**src/rtl/pow2_rate_pkg.sv**
```systemverilog
package pow2_rate_pkg;

  // Half-period of the output, in reference pulses, for a rate code
  function automatic int unsigned half_period(input int unsigned code);
    return 32'd1 << code;
  endfunction

  // A code drives the divider unless it is the all-ones stop code
  function automatic bit code_selects_rate(input int unsigned code,
                                           input int unsigned code_w);
    return code < ((32'd1 << code_w) - 1);
  endfunction

endpackage

```
**src/rtl/rate_cfg_reg.sv**
```systemverilog
module rate_cfg_reg #(
  parameter int unsigned             DATA_W     = 8,
  parameter int unsigned             CODE_W     = 4,
  parameter int unsigned             HOLD_BIT   = 7,
  parameter logic [CODE_W-1:0]       RESET_CODE = 4'd7
) (
  input  logic              clk,
  input  logic              rst_n,
  input  logic              wr_en,
  input  logic [DATA_W-1:0] wr_data,
  output logic [CODE_W-1:0] cfg_code,
  output logic              cfg_hold,
  output logic              run_en
);
  import pow2_rate_pkg::*;

  always_ff @(posedge clk) begin
    if (!rst_n) begin
      cfg_code <= RESET_CODE;
      cfg_hold <= 1'b0;
    end else if (wr_en) begin
      cfg_code <= wr_data[CODE_W-1:0];
      cfg_hold <= wr_data[HOLD_BIT];
    end
  end

  assign run_en = !cfg_hold && code_selects_rate(32'(cfg_code), CODE_W);

endmodule

```
**src/rtl/pow2_divider.sv**
```systemverilog
module pow2_divider #(
  parameter int unsigned CODE_W = 4,
  parameter int unsigned CNT_W  = 14
) (
  input  logic              clk,
  input  logic              rst_n,
  input  logic              ref_en,
  input  logic              clear,
  input  logic [CODE_W-1:0] code,
  output logic [CNT_W-1:0]  cnt_q,
  output logic              phase_q,
  output logic              rise_evt
);
  localparam int unsigned NSEL = 2 ** CODE_W;

  // last_sel[g]: the count is at the final pulse of a half-period for code g
  logic [NSEL-1:0] last_sel;
  logic            half_done;

  for (genvar g = 0; g < NSEL; g++) begin : g_sel
    if (g == 0) begin : g_zero
      assign last_sel[g] = 1'b1;
    end else if (g <= CNT_W) begin : g_run
      assign last_sel[g] = &cnt_q[g-1:0];
    end else begin : g_stop
      assign last_sel[g] = 1'b0;
    end
  end

  assign half_done = ref_en && !clear && last_sel[code];
  assign rise_evt  = half_done && !phase_q;

  always_ff @(posedge clk) begin
    if (!rst_n || clear) begin
      cnt_q   <= '0;
      phase_q <= 1'b0;
    end else if (ref_en) begin
      if (last_sel[code]) begin
        cnt_q   <= '0;
        phase_q <= !phase_q;
      end else begin
        cnt_q <= cnt_q + CNT_W'(1);
      end
    end
  end

endmodule

```
**src/rtl/rise_pulse.sv**
```systemverilog
module rise_pulse (
  input  logic clk,
  input  logic rst_n,
  input  logic rise_evt,
  output logic tick_q
);
  always_ff @(posedge clk) begin
    if (!rst_n) tick_q <= 1'b0;
    else        tick_q <= rise_evt;
  end
endmodule

```
**src/rtl/pow2_rate_gen.sv**
```systemverilog
module pow2_rate_gen #(
  parameter int unsigned       DATA_W     = 8,
  parameter int unsigned       CODE_W     = 4,
  parameter int unsigned       HOLD_BIT   = 7,
  parameter logic [CODE_W-1:0] RESET_CODE = 4'd7
) (
  input  logic              clk,
  input  logic              rst_n,
  input  logic              ref_en,
  input  logic              wr_en,
  input  logic [DATA_W-1:0] wr_data,
  output logic              rate_clk,
  output logic              rate_tick
);
  // Highest usable code is 2^CODE_W-2; its half-period needs that many bits
  localparam int unsigned CNT_W = 2 ** CODE_W - 2;

  logic [CODE_W-1:0] cfg_code;
  logic              cfg_hold;
  logic              run_en;
  logic              div_clear;
  logic [CNT_W-1:0]  div_cnt;
  logic              rise_evt;

  rate_cfg_reg #(
    .DATA_W(DATA_W), .CODE_W(CODE_W), .HOLD_BIT(HOLD_BIT), .RESET_CODE(RESET_CODE)
  ) u_cfg (
    .clk(clk), .rst_n(rst_n), .wr_en(wr_en), .wr_data(wr_data),
    .cfg_code(cfg_code), .cfg_hold(cfg_hold), .run_en(run_en)
  );

  // A write restarts the period; a held or stopped setting keeps it cleared
  assign div_clear = wr_en || !run_en;

  pow2_divider #(.CODE_W(CODE_W), .CNT_W(CNT_W)) u_div (
    .clk(clk), .rst_n(rst_n), .ref_en(ref_en), .clear(div_clear),
    .code(cfg_code), .cnt_q(div_cnt), .phase_q(rate_clk), .rise_evt(rise_evt)
  );

  rise_pulse u_tick (
    .clk(clk), .rst_n(rst_n), .rise_evt(rise_evt), .tick_q(rate_tick)
  );

endmodule

```
**config.mk**
```make
export PLATFORM = sky130hd
export DESIGN_NAME = pow2_rate_gen
export DESIGN_NICKNAME = d
export VERILOG_FILES = /design/src/rtl/pow2_rate_pkg.sv /design/src/rtl/rate_cfg_reg.sv /design/src/rtl/pow2_divider.sv /design/src/rtl/rise_pulse.sv /design/src/rtl/pow2_rate_gen.sv
export SDC_FILE = /design/constraint.sdc
export NUM_CORES = 1
export LEC_CHECK = 0
export ABC_AREA = 1
export BUFFER_PORTS_ARGS = -buffer_cell sky130_fd_sc_hd__buf_2
export CORE_UTILIZATION = 59
export CTS_BUF_LIST = sky130_fd_sc_hd__clkbuf_4
export CTS_CLUSTER_DIAMETER = 100
export DETAILED_ROUTE_END_ITERATION = 6
export PLACE_DENSITY = 0.81
export SYNTH_ARGS = -nofsm -noshare
export SYNTH_HDL_FRONTEND = slang
export SYNTH_SLANG_ARGS = --single-unit
```
**constraint.sdc**
```tcl
create_clock -name clk -period 2.4 [get_ports clk]
set_input_delay 0.12 -clock clk [delete_from_list [all_inputs] [get_ports clk]]
set_output_delay 0.12 -clock clk [all_outputs]
set_load 0.05 [all_outputs]
```
==> results of run 1 <==
## registers in the layout, indices dropped and copies added, names as in the netlist
register / count
u_cfg.cfg_code: 4
u_tick.tick_q: 1
u_cfg.cfg_hold: 1
u_div.cnt_q: 14
u_div.phase_q: 1
## cell type report
cell class | count | area, sq um | share of cell area
sequential | 21 | 420 | 0.339
inverter | 15 | 56.3 | 0.0454
clock buffer | 3 | 22.5 | 0.0181
tap | 25 | 31.3 | 0.0252
timing repair buffer | 10 | 50.0 | 0.0403
multi-input combinational | 117 | 656 | 0.528
clock inverter | 1 | 5.00 | 0.00403
## power by group
part	internal [mW]	switching [mW]	leakage, nW
Clock	0.0624	0.113	0.0177
Combinational	0.0236	0.0462	0.345
Sequential	0.356	0.00825	0.171
Total	0.442	0.168	0.533
## layer usage
metal / up-vias / routed length (microns) / share of wire / track usage
met3: 5 / 89 / 0.040 / 0.0706
li1: 515 / - / - / -
met4: 0 / 25 / 0.011 / 0.0706
met2: 16 / 1150 / 0.51 / 0.459
met1: 453 / 972 / 0.43 / 0.288
met5: - / 0 / 0 / 0
## worst max-delay path, stage by stage, from the launching register on
cell and delay, ns:
dfxtp_1 0.37, ha_1 0.25, nand3_1 0.13, inv_2 0.06, nand2_2 0.08, inv_1 0.05
ha_1 0.16, nand3b_1 0.14, a21oi_1 0.18, nor2_2 0.05, nand2_2 0.13, nand2_4 0.07
nand2_4 0.09, nand2_8 0.10, nor2_2 0.10
## how the worst min path moves through the flow
stage / start / to / slack [ns] / cells after the start
global placement: wr_data[0] / u_cfg.cfg_code[0]$_SDFFE_PN1P_ / 0.33 / 3
finish: wr_data[2] / u_cfg.cfg_code[2]$_SDFFE_PN1P_ / 0.01 / 3
detailed placement: wr_data[2] / u_cfg.cfg_code[2]$_SDFFE_PN1P_ / 0.34 / 3
global route: wr_data[2] / u_cfg.cfg_code[2]$_SDFFE_PN1P_ / 0.04 / 3
floorplan: rst_n / u_cfg.cfg_code[0]$_SDFFE_PN1P_ / 0.22 / 1
CTS: wr_data[2] / u_cfg.cfg_code[2]$_SDFFE_PN1P_ / 0.001 / 3
## cells in the final DEF (no fill, tap or decap), drive strengths merged
master   n
ha       4
xor2     6
or2      1
nand3   10
nand2   47
nor2    26
o21ai    6
clkinv   1
dfxtp   21
buf     10
o211ai   3
inv     15
a21oi    7
nand3b   5
xnor2    1
o22ai    1
clkbuf   3
## cells by family after synthesis
| logic type | count (synthesis) |
|---|---|
| AO/OA/AOI/OAI | 17 |
| buffers and inverters | 17 |
| adder cells (fa/ha/maj) | 4 |
| flip-flops | 21 |
| XOR/XNOR | 7 |
| AND/OR/NAND/NOR | 89 |
==> qor.yml, run 1 <==
clock_tree:
  cts_buffers: 3
  clock_path_buffers: 2
  post-cts-setup-buffers: 0
  cts_tree: "built"
  cts_htree_levels: 1
  path_clk_slew_ns: 0.12
  hold_buffers: 0
  ctsResizeCount: 0
  root_buffer: "clkbuf_4"
  cts.sink_count: 21
  clkLatencyLatePin_ns: 0.32
finish:
  antenna_cells: 0
  post_route_cells_drive_above_1_share: 0.234
  fin_area_sq_mm: 0.00124
  post_layout_nonfiller_instances: 192
  syn2layout_area_growth_pct: 8.18
  nets: 184
  final_util: 0.696
  final.fill_count: 165
route:
  first_pass_iters: 4
  drc_errors: 0
  vias: 989
  wl_per_cell_microns: 11.7
  via_per_inst: 5.15
  wl_microns: 2240
  antenna_left: 0
  drtIter0Drc: 27
setup_path:
  endpoint: "u_div.cnt_q[3]$_SDFFE_PP0P_"
  r2r_cells: 14
  path_max_fanout: 10
  end_kind: "register"
  worstSetupStartpointType: "register"
  critPathLaunch: "u_div.cnt_q[0]$_SDFFE_PP0P_"
  r2r_end: "u_div.cnt_q[3]$_SDFFE_PP0P_"
  path_class: "register to register"
  reg2reg_from: "u_div.cnt_q[0]$_SDFFE_PP0P_"
  cp.required_ns: 2.67
  worst-endpoint-arrival_ns: 2.27
  r2r_slack_ns: 0.39
sta:
  hold_viol: 0
  relSlewSlack: 0.819
  fin_skew_ns: 0.00786
  drv_slew: 0
  tns_ns: 0
  fmax_mhz: 498
  period_needed_ns: 2.01
  layout_setup_ws_ns: 0.393
  post-route-period-util: 0.836
  rsz0062_at_grt: "no"
  setup_violations: 0
  fin_hold_ws_ns: 0.0106
  tightest_slew_ns: 0.272
logic_synthesis:
  synth_top_area_share: 0.366
  synth_simple_gate_area_frac: 0.389
  synth_compound_area_frac: 0.0851
  synth-xor-area-share: 0.0534
  synth_ff_type: "dfxtp_1"
  synth.most_common_cell: "nand2_1"
  syn_avg_cell_area_sq_um: 7.40
  synthMuxAreaShare: 0
  synth-edff-count: 0
  yosysUniqueCellTypes: 23
  synthCells: 155
  syn_nets: 171
  synthArstFlopShare: 0
  synth_area_leaders: "dfxtp_1 (37%), nand2_1 (14%), nor2_2 (8.2%)"
  synth_seq_cells: 21
  synth_fa_ha_area_frac: 0.0436
  netlist_area_sq_mm: 0.00115
  synth_top_cells_by_count: "nand2_1 (42), dfxtp_1 (21), nor2_2 (15)"
  yosys.area.top_type: "dfxtp_1"
  synth_top_family_by_area: "simple AND/OR/NAND/NOR gates"
  yosysSeqAreaShare: 0.366
  synth_warnings: 0
power:
  finalPower_mw: 0.610
  p_per_area_mw_per_mm2: 491
  vdd_drop_max_uv: 454
  p_leak_nw: 0.533
floorplan:
  die_w_microns: 46.1
  core_area_sq_mm: 0.00178
  io_pins: 14
  start_util: 0.644
  die_height_microns: 46.1
  die_area_sq_mm: 0.00213
  placementRows: 15
global_routing:
  grt_pass1_wl_microns: 3780
  first_global_vias: 914
  grt.total_usage: 0.254
  grt_remaining_overflow: 0
  grt_start_max_net_pins: 13
  antenna_found_initial: 0
place:
  dp_slack_ns: 0.418
  dp_cells: 188
  io_buffers: 10
  gp_congestion: 0.835
  dpl-instance-area_sq_mm: 0.00121
  dp_hpwl_microns: 1730
hold_path:
  hold_path.class: "primary input to register"
run_status:
  status: "complete, no violations"
flow_run:
  drv_cap: 0
(Power assumes the default switching activity.)
==> inputs of run 2 (changes only) <==
--- a/config.mk
+++ b/config.mk
@@ -5,7 +5,7 @@
 export SDC_FILE = /design/constraint.sdc
 export NUM_CORES = 1
 export LEC_CHECK = 0
-export ABC_AREA = 1
+export ABC_AREA = 0
 export BUFFER_PORTS_ARGS = -buffer_cell sky130_fd_sc_hd__buf_2
 export CORE_UTILIZATION = 59
 export CTS_BUF_LIST = sky130_fd_sc_hd__clkbuf_4
==> constraint.sdc (replaced) <==
create_clock -name clk -period 2.1 [get_ports clk]
set_input_delay 0.105 -clock clk [delete_from_list [all_inputs] [get_ports clk]]
set_output_delay 0.105 -clock clk [all_outputs]
set_load 0.05 [all_outputs]
==> run 2 against run 1 <==
Effect of this change:
- first-iteration DRC count shrank 37%
- fmax shrank 1.8%
- synthesized cell count shrank 21%
- non-clock buffer count grew 15
- area after synthesis grew 2.5%
- combinational power grew 89%
- sequential power grew 15%
- sequential share of layout area shrank 5.2 points
- clock-buffer cell count is the same
- critical path depth shrank 4
- clock power grew 11%
- critical path type unchanged
- critical endpoint is now u_div.cnt_q[12]$_SDFFE_PP0P_
==> qor.yml, run 2 <==
place:
  io_buffers: 10
  dpl-instance-area_sq_mm: 0.00130
  gp_congestion: 0.824
  dp_hpwl_microns: 1730
hold_path:
  hold_path.class: "primary input to register"
  whs_path_depth: 3
  whs_endpoint: "u_cfg.cfg_code[2]$_SDFFE_PN1P_"
  hp-start: "wr_data[2]"
setup_path:
  end_kind: "register"
  cp_top_family: "compound AO/OA/AOI/OAI gates"
  path_class: "register to register"
  worstSetupStartpointType: "register"
  r2r_cells: 10
  cpPeakStageDelay_ns: 0.36
  r2r_slack_ns: 0.06
  cp.required_ns: 2.33
  path_depth: 10
  path_max_fanout: 5
  r2r_end: "u_div.cnt_q[12]$_SDFFE_PP0P_"
  critPathBufInv: 2
  reg2reg_from: "u_div.cnt_q[1]$_SDFFE_PP0P_"
  path_cells: "ha_4 > nand3_4 > inv_2 > ha_4 > and3_4 > o32ai_4 > a2111oi_4 > or2_4 > buf_12 > a211oi_2"
  critPathSlowestCell: "dfxtp_2"
  worst-endpoint-arrival_ns: 2.27
  path_common_cell: "ha_4"
sta:
  drv_slew: 0
  tightest_slew_ns: 0.394
  hold_viol: 0
  fin_hold_ws_ns: 0.0170
  fin_skew_ns: 0.00830
  fmax_mhz: 489
  relSlewSlack: 0.737
  period_needed_ns: 2.04
  post-route-period-util: 0.973
  setup_violations: 0
  rsz0062_at_grt: "yes"
finish:
  antenna_cells: 0
  fin_area_sq_mm: 0.00148
  largest_register_ff_count: 14
  top_register: "u_div.cnt_q"
  final_common_cell: "dfxtp_1"
  reg_top3: "u_div.cnt_q (14), u_cfg.cfg_code (4)"
  syn2layout_area_growth_pct: 25.6
  layout_common_cells: "dfxtp_1 (18), buf_4 (12), nand2_1 (10), buf_2 (10), a211oi_2 (9)"
  nets: 161
  post_route_cells_drive_above_1_share: 0.382
logic_synthesis:
  synth_area_leaders: "dfxtp_1 (36%), a211oi_2 (9.6%), xor2_1 (5.2%)"
  synthCells: 123
  synthArstFlopShare: 0
  synth_seq_cells: 21
  netlist_area_sq_mm: 0.00118
  synth_top_cells_by_count: "dfxtp_1 (21), nand2_1 (10), a211oi_2 (9)"
  syn_avg_cell_area_sq_um: 9.56
  synth.most_common_cell: "dfxtp_1"
  yosysSeqAreaShare: 0.357
  synth_top_area_share: 0.357
  yosys.area.top_type: "dfxtp_1"
  synth_warnings: 0
  synth-edff-count: 0
  synth_ff_type: "dfxtp_1"
  yosysUniqueCellTypes: 38
  syn_nets: 139
floorplan:
  die_area_sq_mm: 0.00218
  core_area_sq_mm: 0.00180
  start_util: 0.653
  placementRows: 15
  die_w_microns: 46.6
  io_pins: 14
  die_height_microns: 46.6
route:
  antenna_left: 0
  wl_microns: 2720
  drtIter0Drc: 17
  wl_per_cell_microns: 16.1
  drc_errors: 0
  first_pass_iters: 4
  via_per_inst: 6.15
  vias: 1040
clock_tree:
  clkLatencyLatePin_ns: 0.31
  root_buffer: "clkbuf_4"
  clock_path_buffers: 2
  cts_buffers: 3
  hold_buffers: 0
  cts_tree: "built"
  path_clk_slew_ns: 0.12
  cts.sink_count: 21
  cts_htree_levels: 1
power:
  p_per_area_mw_per_mm2: 506
  finalPower_mw: 0.748
  vdd_drop_max_uv: 590
  p_leak_nw: 0.542
flow_run:
  drv_cap: 0
global_routing:
  grt_start_max_net_pins: 18
  grt_remaining_overflow: 0
  first_global_vias: 1033
  grt_pass1_wl_microns: 4320
  antenna_found_initial: 0
  grt.total_usage: 0.281
run_status:
  status: "complete, no violations"
run 2: cell types whose count changed after synthesis, moves of 4 or more:
cell,delta
nand2_1,-32
nor2_2,-15
inv_1,-10
a211oi_2,+9
a21oi_1,-6
nand4_1,+6
mux2i_1,+5
o21ai_0,-5
a32o_1,+4
nand3b_1,-4
nor2_1,-4
nor2b_1,+4
run 2: logic make-up after synthesis:
logic type	share of synthesized area
AOI/OAI and AO/OA	0.228
xor gates and xnor gates	0.0670
adders and majority gates	0.0426
buffers and inverters	0.0532
DFF	0.357
muxes	0.0426
and+or+nand+nor	0.210
run 2: repair_timing:
item,4_1_cts,5_1_grt
resized for setup,13,9
pin swaps,8,3
setup buffers,1,2
gates cloned,1,0
endpoints found under the setup margin,15,15
hold endpoints to repair,0,0
run 2: how the worst max path moves through the flow:
stage	startpoint	endpoint
2_1_floorplan	u_div.cnt_q[0]$_SDFFE_PP0P_	u_div.cnt_q[4]$_SDFFE_PP0P_
3_3_place_gp	u_div.cnt_q[0]$_SDFFE_PP0P_	u_div.cnt_q[13]$_SDFFE_PP0P_
3_5_place_dp	u_div.cnt_q[0]$_SDFFE_PP0P_	u_div.cnt_q[11]$_SDFFE_PP0P_
4_1_cts	u_div.cnt_q[1]$_SDFFE_PP0P_	u_div.cnt_q[9]$_SDFFE_PP0P_
5_1_grt	u_div.cnt_q[1]$_SDFFE_PP0P_	u_div.cnt_q[7]$_SDFFE_PP0P_
6_report	u_div.cnt_q[1]$_SDFFE_PP0P_	u_div.cnt_q[12]$_SDFFE_PP0P_
run 2: cell type report:
class / instances / area [sq um]
fill: 105 / 324
inverter: 3 / 11.3
clock inverter: 1 / 5.00
clock buffer: 3 / 22.5
multi-input combinational: 91 / 785
timing repair buffer: 25 / 199
sequential: 21 / 424
tap: 25 / 31.3
run 2: stage by stage:
stage	setup TNS [ns]	setup WS, ns	std cells	util
after floorplan	0	0.0149	123	-
after global placement	-0.0000626	-0.0000626	161	0.722
after detailed placement	-0.804	-0.0874	161	0.722
after CTS	0	0.0119	167	0.785
after global routing	-0.411	-0.0608	169	0.820
final	0	0.0563	169	0.820
run 2: worst reg2reg max path, cell delays in order, from the launching register on:
cell       delay, ns
dfxtp_2         0.36
ha_4            0.17
nand3_4         0.06
inv_2           0.06
ha_4            0.14
and3_4          0.17
o32ai_4         0.23
a2111oi_4       0.12
or2_4           0.31
buf_12          0.15
a211oi_2        0.20
run 2: power breakdown:
part	total (mW)	internal, mW	switching, mW
Sequential	0.419	0.406	0.0128
Combinational	0.132	0.0634	0.0689
Clock	0.196	0.0711	0.125
Total	0.748	0.541	0.207
run 2: metal layers:
layer,global-route usage,wire length (microns),vias to the layer above,part of all wire
li1,-,-,503,-
met1,0.348,1230,513,0.45
met2,0.483,1360,20,0.50
met3,0.0667,109,4,0.040
met4,0.0743,19,0,0.0070
met5,0,0,-,0
==> inputs of run 3 (changes only) <==
--- a/config.mk
+++ b/config.mk
@@ -7,11 +7,11 @@
 export LEC_CHECK = 0
 export ABC_AREA = 0
 export BUFFER_PORTS_ARGS = -buffer_cell sky130_fd_sc_hd__buf_2
-export CORE_UTILIZATION = 59
-export CTS_BUF_LIST = sky130_fd_sc_hd__clkbuf_4
+export CORE_UTILIZATION = 56
+export CTS_BUF_LIST = sky130_fd_sc_hd__clkbuf_16
 export CTS_CLUSTER_DIAMETER = 100
 export DETAILED_ROUTE_END_ITERATION = 6
-export PLACE_DENSITY = 0.81
+export PLACE_DENSITY = 0.77
 export SYNTH_ARGS = -nofsm -noshare
 export SYNTH_HDL_FRONTEND = slang
 export SYNTH_SLANG_ARGS = --single-unit
==> run 3 against run 2 <==
Effect of this change:
- setup slack worse by 0.027 ns
- clock-buffer cell count stayed put
- sequential share of layout area is 1.2 points lower
- design area is 4.2% higher
- first-iteration DRC count is 12% higher
- critical path type unchanged
- largest cell class unchanged
- highest routed layer unchanged
==> qor.yml, run 3 (synthesis results as in run 2) <==
power:
  p_per_area_mw_per_mm2: 617
  power.share.clock: 0.422
  p_leak_nw: 0.561
  switching_share: 0.241
  comb_power_share: 0.136
  pwr-share-seq: 0.442
  internal-power_mw: 0.722
  p_switching_mw: 0.229
  vdd_drop_max_uv: 678
place:
  gp_congestion: 0.772
  io_buffers: 10
  dp_hpwl_microns: 1840
  dp_slack_ns: -0.0867
sta:
  fin_hold_ws_ns: 0.0662
  tightest_slew_ns: 0.399
  post-route-period-util: 0.986
  setup_violations: 0
  fin_skew_ns: 0.00266
  rsz0062_at_grt: "yes"
  relSlewSlack: 0.734
  period_needed_ns: 2.07
  drv_slew: 0
  hold_viol: 0
  fmax_mhz: 483
  layout_setup_ws_ns: 0.0297
floorplan:
  io_pins: 14
  start_util: 0.599
  placementRows: 16
  core_area_sq_mm: 0.00196
  die_height_microns: 47.8
  die_area_sq_mm: 0.00229
  die_w_microns: 47.8
finish:
  largest_register_ff_count: 14
  post_route_cells_drive_above_1_share: 0.378
  reg_top3: "u_div.cnt_q (14), u_cfg.cfg_code (4)"
  final_common_cell: "dfxtp_1"
  antenna_cells: 0
  syn2layout_area_growth_pct: 31.0
  top_register: "u_div.cnt_q"
  nets: 160
  final_util: 0.785
  layout_common_cells: "dfxtp_1 (18), buf_4 (11), nand2_1 (10), buf_2 (10), a211oi_2 (8)"
setup_path:
  reg2reg_from: "u_div.cnt_q[1]$_SDFFE_PP0P_"
  critPathLaunch: "u_div.cnt_q[1]$_SDFFE_PP0P_"
  endpoint: "u_div.cnt_q[12]$_SDFFE_PP0P_"
  r2r_end: "u_div.cnt_q[12]$_SDFFE_PP0P_"
  r2r_cells: 10
  end_kind: "register"
  r2r_slack_ns: 0.03
  path_max_fanout: 5
  cp.required_ns: 2.28
  worst-endpoint-arrival_ns: 2.25
  path_class: "register to register"
  worstSetupStartpointType: "register"
hold_path:
  hold_path.class: "primary input to register"
route:
  wl_microns: 2940
  drtIter0Drc: 19
  drc_errors: 0
  first_pass_iters: 4
  vias: 1019
  antenna_left: 0
  wl_per_cell_microns: 17.3
  via_per_inst: 5.99
flow_run:
  drv_cap: 0
global_routing:
  first_global_vias: 981
  grt_remaining_overflow: 0
  grt_pass1_wl_microns: 4270
  grt.total_usage: 0.279
  antenna_found_initial: 0
  grt_start_max_net_pins: 18
clock_tree:
  root_buffer: "clkbuf_16"
  cts_tree: "built"
  cts_htree_levels: 1
  path_clk_slew_ns: 0.06
  cts_buffers: 3
  clkLatencyLatePin_ns: 0.26
  clock_path_buffers: 2
  cts.sink_count: 21
  hold_buffers: 0
run_status:
  status: "complete, no violations"
==> run 3: power groups by stage <==
stage	Clock [mW]	Combinational (mW)	Sequential (mW)
final	0.401	0.129	0.420
after global routing	0.423	0.137	0.421
after CTS	0.410	0.106	0.418
after detailed placement	0	0.102	0.426
after global placement	0	0.0984	0.425
after floorplan	0	0.0750	0.422
==> run 3: worst min-delay path by stage <==
stage	slack, ns	cells past startpoint	from	endpoint
after floorplan	0.17	1	rst_n	u_cfg.cfg_code[0]$_SDFFE_PN1P_
after global placement	0.32	3	wr_data[0]	u_cfg.cfg_code[0]$_SDFFE_PN1P_
after detailed placement	0.33	3	wr_data[2]	u_cfg.cfg_code[2]$_SDFFE_PN1P_
after CTS	0.06	3	wr_data[2]	u_cfg.cfg_code[2]$_SDFFE_PN1P_
after global routing	0.09	2	rst_n	u_cfg.cfg_code[2]$_SDFFE_PN1P_
final	0.07	3	wr_data[0]	u_cfg.cfg_code[0]$_SDFFE_PN1P_
==> run 3: timing repair <==
item / 4_1_cts / 5_1_grt
setup endpoints to repair: 15 / 16
cloned: 0 / 1
buffers inserted: 0 / 2
gates resized for setup: 4 / 19
endpoints found under the hold margin: 0 / 0
pin swaps: 4 / 15
==> run 3: per-stage QoR <==
stage,power [mW],setup TNS (ns),instance area (sq um),instances
6_report,0.951,0,1540,170
5_1_grt,0.981,-0.304,1540,170
4_1_cts,0.933,-0.0262,1410,167
3_5_place_dp,0.527,-0.903,1300,163
3_3_place_gp,0.524,-0.0178,1300,163
2_1_floorplan,0.497,0,1180,123
==> run 3: layout make-up <==
type                       instances  area [sq um]
multi-input combinational         91           802
sequential                        21           424
fill                             129           422
timing repair buffer              24           189
clock buffer                       3          75.1
tap                               27          33.8
inverter                           3          11.3
clock inverter                     1          5.00
==> run 3: layer usage <==
metal | track usage | share of wire
met5 | 0 | 0
met1 | 0.311 | 0.41
met4 | 0.106 | 0.015
met2 | 0.495 | 0.54
met3 | 0.0868 | 0.035
==> run 3: worst max-delay path: stages, from the launching register on <==
cell and delay, ns:
dfxtp_2 0.33, ha_4 0.17, nand3_4 0.06, inv_2 0.05, ha_4 0.14, and3_4 0.17
o32ai_4 0.28, a2111oi_4 0.12, or2_4 0.30, clkbuf_16 0.17, a211oi_2 0.18
